===== config.mk =====
export PLATFORM = sky130hd
export DESIGN_NAME = rx_err_classifier
export DESIGN_NICKNAME = d
export VERILOG_FILES = /design/src/rtl/rxc_pkg.sv /design/src/rtl/rxc_frame_edges.sv /design/src/rtl/rxc_sticky.sv /design/src/rtl/rxc_len_counter.sv /design/src/rtl/rx_err_classifier.sv
export SDC_FILE = /design/constraint.sdc
export NUM_CORES = 1
export LEC_CHECK = 0
export BUFFER_PORTS_ARGS = -buffer_cell sky130_fd_sc_hd__buf_2
export CELL_PAD_IN_SITES_DETAIL_PLACEMENT = 1
export CELL_PAD_IN_SITES_GLOBAL_PLACEMENT = 1
export CORE_MARGIN = 4
export CORE_UTILIZATION = 41
export CTS_CLUSTER_DIAMETER = 60
export DETAILED_ROUTE_END_ITERATION = 6
export GPL_ROUTABILITY_DRIVEN = 0
export PLACE_DENSITY = 0.82
export SYNTH_ARGS = -nofsm -noshare
export SYNTH_HDL_FRONTEND = slang
export SYNTH_SLANG_ARGS = --single-unit

===== constraint.sdc =====
create_clock -name clk -period 2.1 [get_ports clk]
set_input_delay 0.42 -clock clk [delete_from_list [all_inputs] [get_ports clk]]
set_output_delay 0.42 -clock clk [all_outputs]
set_load 0.02 [all_outputs]

===== src/rtl/rxc_pkg.sv =====
package rxc_pkg;

  localparam int unsigned FLAG_CNT = 5;

  typedef struct packed {
    logic align;
    logic crc;
    logic ovf;
    logic lng;
    logic par;
  } rx_flags_t;

  // sticky fault record index map
  localparam int unsigned ST_RXER = 0;
  localparam int unsigned ST_OVF  = 1;
  localparam int unsigned ST_PAR  = 2;
  localparam int unsigned ST_CNT  = 3;

endpackage


===== src/rtl/rxc_frame_edges.sv =====
module rxc_frame_edges (
  input  logic clk,
  input  logic rst_n,
  input  logic frame_act,
  output logic act_q,
  output logic start_evt,
  output logic end_evt
);
  always_ff @(posedge clk) begin
    if (!rst_n) act_q <= 1'b0;
    else        act_q <= frame_act;
  end

  assign start_evt = frame_act & ~act_q;
  assign end_evt   = act_q & ~frame_act;
endmodule


===== src/rtl/rxc_sticky.sv =====
module rxc_sticky #(
  parameter int unsigned N = 3
) (
  input  logic         clk,
  input  logic         rst_n,
  input  logic         start_evt,
  input  logic         active,
  input  logic [N-1:0] set_i,
  output logic [N-1:0] rec_q
);
  for (genvar g = 0; g < N; g++) begin : g_bit
    always_ff @(posedge clk) begin
      if (!rst_n)          rec_q[g] <= 1'b0;
      else if (start_evt)  rec_q[g] <= set_i[g];
      else if (active)     rec_q[g] <= rec_q[g] | set_i[g];
    end
  end
endmodule


===== src/rtl/rxc_len_counter.sv =====
module rxc_len_counter #(
  parameter int unsigned CNT_W = 16
) (
  input  logic             clk,
  input  logic             rst_n,
  input  logic             start_evt,
  input  logic             active,
  input  logic             byte_vld,
  output logic [CNT_W-1:0] count_q,
  output logic             sat_o
);
  localparam logic [CNT_W-1:0] CNT_MAX = {CNT_W{1'b1}};

  assign sat_o = (count_q == CNT_MAX);

  always_ff @(posedge clk) begin
    if (!rst_n)
      count_q <= '0;
    else if (start_evt)
      count_q <= {{(CNT_W-1){1'b0}}, byte_vld};
    else if (active && byte_vld && !sat_o)
      count_q <= count_q + 1'b1;
  end
endmodule


===== src/rtl/rx_err_classifier.sv =====
module rx_err_classifier #(
  parameter int unsigned CNT_W   = 16,
  parameter int unsigned MAX_LEN = 1518,
  parameter int unsigned DRIB_W  = 3
) (
  input  logic              clk,
  input  logic              rst_n,
  input  logic              rx_frame_act,
  input  logic              rx_byte_vld,
  input  logic [DRIB_W-1:0] rx_drib_bits,
  input  logic              rx_crc_good,
  input  logic              phy_rx_err,
  input  logic              fifo_full,
  input  logic              fifo_par_err,
  input  logic              cfg_ign_crc,
  input  logic              cfg_long_en,
  output logic              err_align,
  output logic              err_crc,
  output logic              err_ovf,
  output logic              err_long,
  output logic              err_par
);
  import rxc_pkg::*;

  localparam logic [CNT_W-1:0] LEN_LIMIT = CNT_W'(MAX_LEN);

  // named internal events for the checker
  logic act_q, start_evt, end_evt;
  logic [ST_CNT-1:0] fault_set, fault_rec;
  logic [CNT_W-1:0] byte_cnt;
  logic cnt_sat;
  rx_flags_t flags_d, flags_q;

  function automatic logic over_limit(input logic [CNT_W-1:0] cnt);
    return cnt > LEN_LIMIT;
  endfunction

  function automatic rx_flags_t classify(
    input logic              crc_good,
    input logic [DRIB_W-1:0] drib,
    input logic              ign_crc,
    input logic              long_en,
    input logic [CNT_W-1:0]  cnt,
    input logic [ST_CNT-1:0] rec
  );
    rx_flags_t f;
    f.align = (drib != '0) && !crc_good && !ign_crc;
    f.crc   = !crc_good || rec[ST_RXER];
    f.ovf   = rec[ST_OVF];
    f.lng   = over_limit(cnt) && !long_en;
    f.par   = rec[ST_PAR];
    return f;
  endfunction

  rxc_frame_edges u_edges (
    .clk       (clk),
    .rst_n     (rst_n),
    .frame_act (rx_frame_act),
    .act_q     (act_q),
    .start_evt (start_evt),
    .end_evt   (end_evt)
  );

  assign fault_set[ST_RXER] = phy_rx_err;
  assign fault_set[ST_OVF]  = rx_byte_vld & fifo_full;
  assign fault_set[ST_PAR]  = fifo_par_err;

  rxc_sticky #(.N(ST_CNT)) u_sticky (
    .clk       (clk),
    .rst_n     (rst_n),
    .start_evt (start_evt),
    .active    (rx_frame_act),
    .set_i     (fault_set),
    .rec_q     (fault_rec)
  );

  rxc_len_counter #(.CNT_W(CNT_W)) u_len (
    .clk       (clk),
    .rst_n     (rst_n),
    .start_evt (start_evt),
    .active    (rx_frame_act),
    .byte_vld  (rx_byte_vld),
    .count_q   (byte_cnt),
    .sat_o     (cnt_sat)
  );

  always_comb begin
    flags_d = '0;
    if (end_evt)
      flags_d = classify(rx_crc_good, rx_drib_bits, cfg_ign_crc,
                         cfg_long_en, byte_cnt, fault_rec);
  end

  always_ff @(posedge clk) begin
    if (!rst_n) flags_q <= '0;
    else        flags_q <= flags_d;
  end

  assign err_align = flags_q.align;
  assign err_crc   = flags_q.crc;
  assign err_ovf   = flags_q.ovf;
  assign err_long  = flags_q.lng;
  assign err_par   = flags_q.par;
endmodule


==> flow_summary_export.csv <==
group,metric,value,unit
run_status,outcome,"complete, no violations",
detailed_routing,drt_pass1_iterations,4,
global_route,grt_pass1_wl,5.20,mm
global_route,largest_net_degree_at_the_start_of_global_routing,14,
timing,finalClockSkew,0.00889,ns
finish,drive_above_1_share,21.0,%
worst_setup_path,cp.required,2.35,ns
job,cap_violations,0,
clock_network,cts_resized,0,
worst_setup_path,cp-start-kind,"register",
worst_setup_path,worstPathBufferInverterCount,0,
yosys,yosysSeqAreaShare,42.2,%
clock_network,clkTransAtPathRegs,0.14,ns
timing,tightestPinTransition,0.469,ns
placed_design,place_worst_setup_slack,0.190,ns
placed_design,place.port_buffers,17,
worst_setup_path,ordered_list_of_cells_on_the_worst_path,"ha_1 -> nand4_4 -> or3_1 -> or4_1 -> a21oi_1",
worst_setup_path,crit_type,"register to register",
global_route,grt-ovfl-total,0,
finish,number_of_antenna_diodes,0,
finish,areaGrowthSynthToFinish,13.8,%
floorplan,cell_rows,19,
clock_network,ctsLongestPathBuffers,2,
clock_network,tritoncts_num_sinks,25,
power_and_ir_drop,worst_ir_drop_vdd,0.403,mV
hold_path,worst_hold_path_type,"input pin to register",
worst_setup_path,total_stage_count_of_the_critical_path,5,
detailed_routing,route.detailed.vias_per_inst,5.76,
floorplan,vert_die_dim,61.8,um
timing,setup_tns,0,ns
clock_network,cts_root_buf,"sky130_fd_sc_hd__clkbuf_4",
clock_network,clock_insertion_delay_worst_skew,0.31,ns
worst_setup_path,critPathTopFamily,"simple AND/OR/NAND/NOR gates",
yosys,synth_top_cells_by_area,"sky130_fd_sc_hd__dfxtp_1 (42%), sky130_fd_sc_hd__a21oi_1 (5.9%), sky130_fd_sc_hd__nand2_1 (4.1%)",
timing,final_critical_path_setup_slack,0.151,ns
yosys,synth_nets,150,
clock_network,cts_hold_buffers,0,
global_route,initial_antenna_violation_count,0,
yosys,ys_top_cells_by_count,"sky130_fd_sc_hd__dfxtp_1 (25), sky130_fd_sc_hd__a21oi_1 (14), sky130_fd_sc_hd__nand2_1 (13)",
yosys,post_synth_inst_count,135,
yosys,yosysWarnings,0,
timing,fmaxAchievable,513,MHz
yosys,synth-async-reset-ratio,0,%
global_route,grt_pass1_vias,1168,
yosys,yosys.cell_types.count,34,
timing,worst_slew_margin_rel,68.6,%
floorplan,effective_utilization_at_floorplan,43.0,%
worst_setup_path,critical_path_arrival,2.20,ns
yosys,most_frequent_cell_after_synthesis,"sky130_fd_sc_hd__dfxtp_1",
worst_setup_path,worst-r2r-setup-slack,0.15,ns
timing,period_share,92.8,%
floorplan,boundaryPins,18,
yosys,synth.top_cell.area_share,42.2,%
clock_network,tritoncts_clock_tree,"built",
yosys,post_synth_instance_area,0.00118,mm^2
global_route,track_usage,18.3,%
yosys,synth_area_leader_cell,"sky130_fd_sc_hd__dfxtp_1",
clock_network,cts_max_level,1,
worst_setup_path,timing.critical_path.slowest_stage_cell,"sky130_fd_sc_hd__or3_1",
yosys,synth_seq_cells,25,
power_and_ir_drop,p_leak,0.000458,uW
worst_setup_path,critPathMaxStageDelay,0.49,ns
yosys,number_of_flops_mapped_to_enable_cells_by_yosys,0,
finish,final_nets,173,
worst_setup_path,crit_path_end,"u_len.count_q[14]",
detailed_routing,num_vias,1083,
timing,drv_slew,0,
detailed_routing,drt_iter0_drc,31,
worst_setup_path,timing.critical_path.to_type,"register",
clock_network,cts_buffers,3,
power_and_ir_drop,power.density,565,mW/mm^2
timing,period_needed,1.95,ns
detailed_routing,totalWireLength,2.92,mm
yosys,yosys_most_used_dff,"sky130_fd_sc_hd__dfxtp_1",
placed_design,place.detailed.hpwl,2.31,mm
worst_setup_path,timing.reg2reg.worst_path_depth,5,
worst_setup_path,path_max_fanout,8,
worst_setup_path,crit-reg2reg-capture,"u_len.count_q[14]",
yosys,avgSynthCellArea,8.78,um^2
clock_network,post-cts-setup-buffer-count,0,
timing,report.final.hold_viol_count,0,
detailed_routing,wire_per_inst,15.5,um
worst_setup_path,crit_path_start,"u_len.count_q[0]",
worst_setup_path,r2r-start,"u_len.count_q[0]",
floorplan,core,0.00276,mm^2
detailed_routing,final_ant_viol_nets,0,
detailed_routing,post-route-drc-count,0,
timing,rsz0062_at_grt,"no",
floorplan,fp.dieArea,0.00381,mm^2
timing,timing.final.setup_violations,0,
floorplan,chipWidth,61.8,um
[how the worst min path moves through the flow]
stage                      startpoint  endpoint  slack (ns)  cells after the start
finish                    cfg_long_en  err_long        0.26                      2
global placement    u_sticky.rec_q[0]   err_crc        0.44                      2
CTS                       cfg_long_en  err_long        0.25                      2
global route              cfg_long_en  err_long        0.24                      2
floorplan           u_sticky.rec_q[0]   err_crc        0.42                      2
detailed placement  u_sticky.rec_q[0]   err_crc        0.44                      2
[state kept, by name, summed over array words and instances, names as in the netlist]
register        count
err_par             1
err_crc             1
err_ovf             1
err_long            1
u_len.count_q      16
err_align           1
u_edges.act_q       1
u_sticky.rec_q      3
[area by class of cell]
type | instances | area, um^2
fillers | 349 | 1410
well taps | 31 | 38.8
clock buffers | 4 | 26.3
inverters | 5 | 18.8
multi-input cells | 101 | 642
repair buffers | 22 | 123
flip-flops and latches | 25 | 500
[worst register-to-register path, stage by stage (launching register included)]
cell                      delay [ns]
sky130_fd_sc_hd__dfxtp_1        0.42
sky130_fd_sc_hd__ha_1           0.26
sky130_fd_sc_hd__nand4_4        0.15
sky130_fd_sc_hd__or3_1          0.49
sky130_fd_sc_hd__or4_1          0.43
sky130_fd_sc_hd__a21oi_1        0.14
[cell families (layout without fill, tap and decap cells)]
logic type	Yosys count	after routing	share of synthesized area, %
multiplexers	2	2	1.69
buffers and inverters	9	31	3.59
XOR/XNOR	1	1	0.739
AO/OA/AOI/OAI	36	36	20.1
AND/OR/NAND/NOR	60	60	29.6
flip-flops	25	25	42.2
adder cells (fa/ha/maj)	2	2	2.11
[cells in the final DEF, fill, tap and decap left out, types with 3 or more instances in the layout]
cell,n
sky130_fd_sc_hd__inv_1,5
sky130_fd_sc_hd__clkbuf_4,3
sky130_fd_sc_hd__a21oi_1,14
sky130_fd_sc_hd__nand2_1,13
sky130_fd_sc_hd__dfxtp_1,25
sky130_fd_sc_hd__nor2_1,3
sky130_fd_sc_hd__nor4_1,4
sky130_fd_sc_hd__buf_2,17
sky130_fd_sc_hd__buf_4,5
sky130_fd_sc_hd__and2_1,5
sky130_fd_sc_hd__o31ai_1,3
sky130_fd_sc_hd__nand4_1,5
sky130_fd_sc_hd__nand3_1,4
sky130_fd_sc_hd__o21ai_0,9
sky130_fd_sc_hd__or4_1,5
sky130_fd_sc_hd__nand2b_1,4
sky130_fd_sc_hd__or3_1,7
sky130_fd_sc_hd__or2_2,5
[power breakdown]
part,switching (uW),internal [uW],leakage (uW)
clock,141,74.2,0.0000150
sequential,4.83,482,0.000202
combinational,33.1,26.3,0.000241
total,179,582,0.000458
[routing by layer]
metal / vias up / part of all wire, % / track usage, %
li1: 544 / - / -
met1: 524 / 46 / 21.3
met2: 11 / 51 / 32.7
met3: 4 / 2.0 / 3.72
met4: 0 / 1.1 / 6.97
met5: - / 0 / 0
[stage by stage]
| step | util (%) | cell area (um^2) | instances | hold WS [ns] | power (uW) |
|---|---|---|---|---|---|
| after CTS | 48.9 | 1350 | 188 | 0.246 | 771 |
| after floorplan | - | 1180 | 135 | 0.422 | 530 |
| after detailed placement | 48.0 | 1320 | 184 | 0.444 | 557 |
| after global routing | 48.9 | 1350 | 188 | 0.237 | 803 |
| after global placement | 48.0 | 1320 | 184 | 0.438 | 554 |
| final | 48.9 | 1350 | 188 | 0.258 | 761 |
Power figures use the tool's default switching activity.
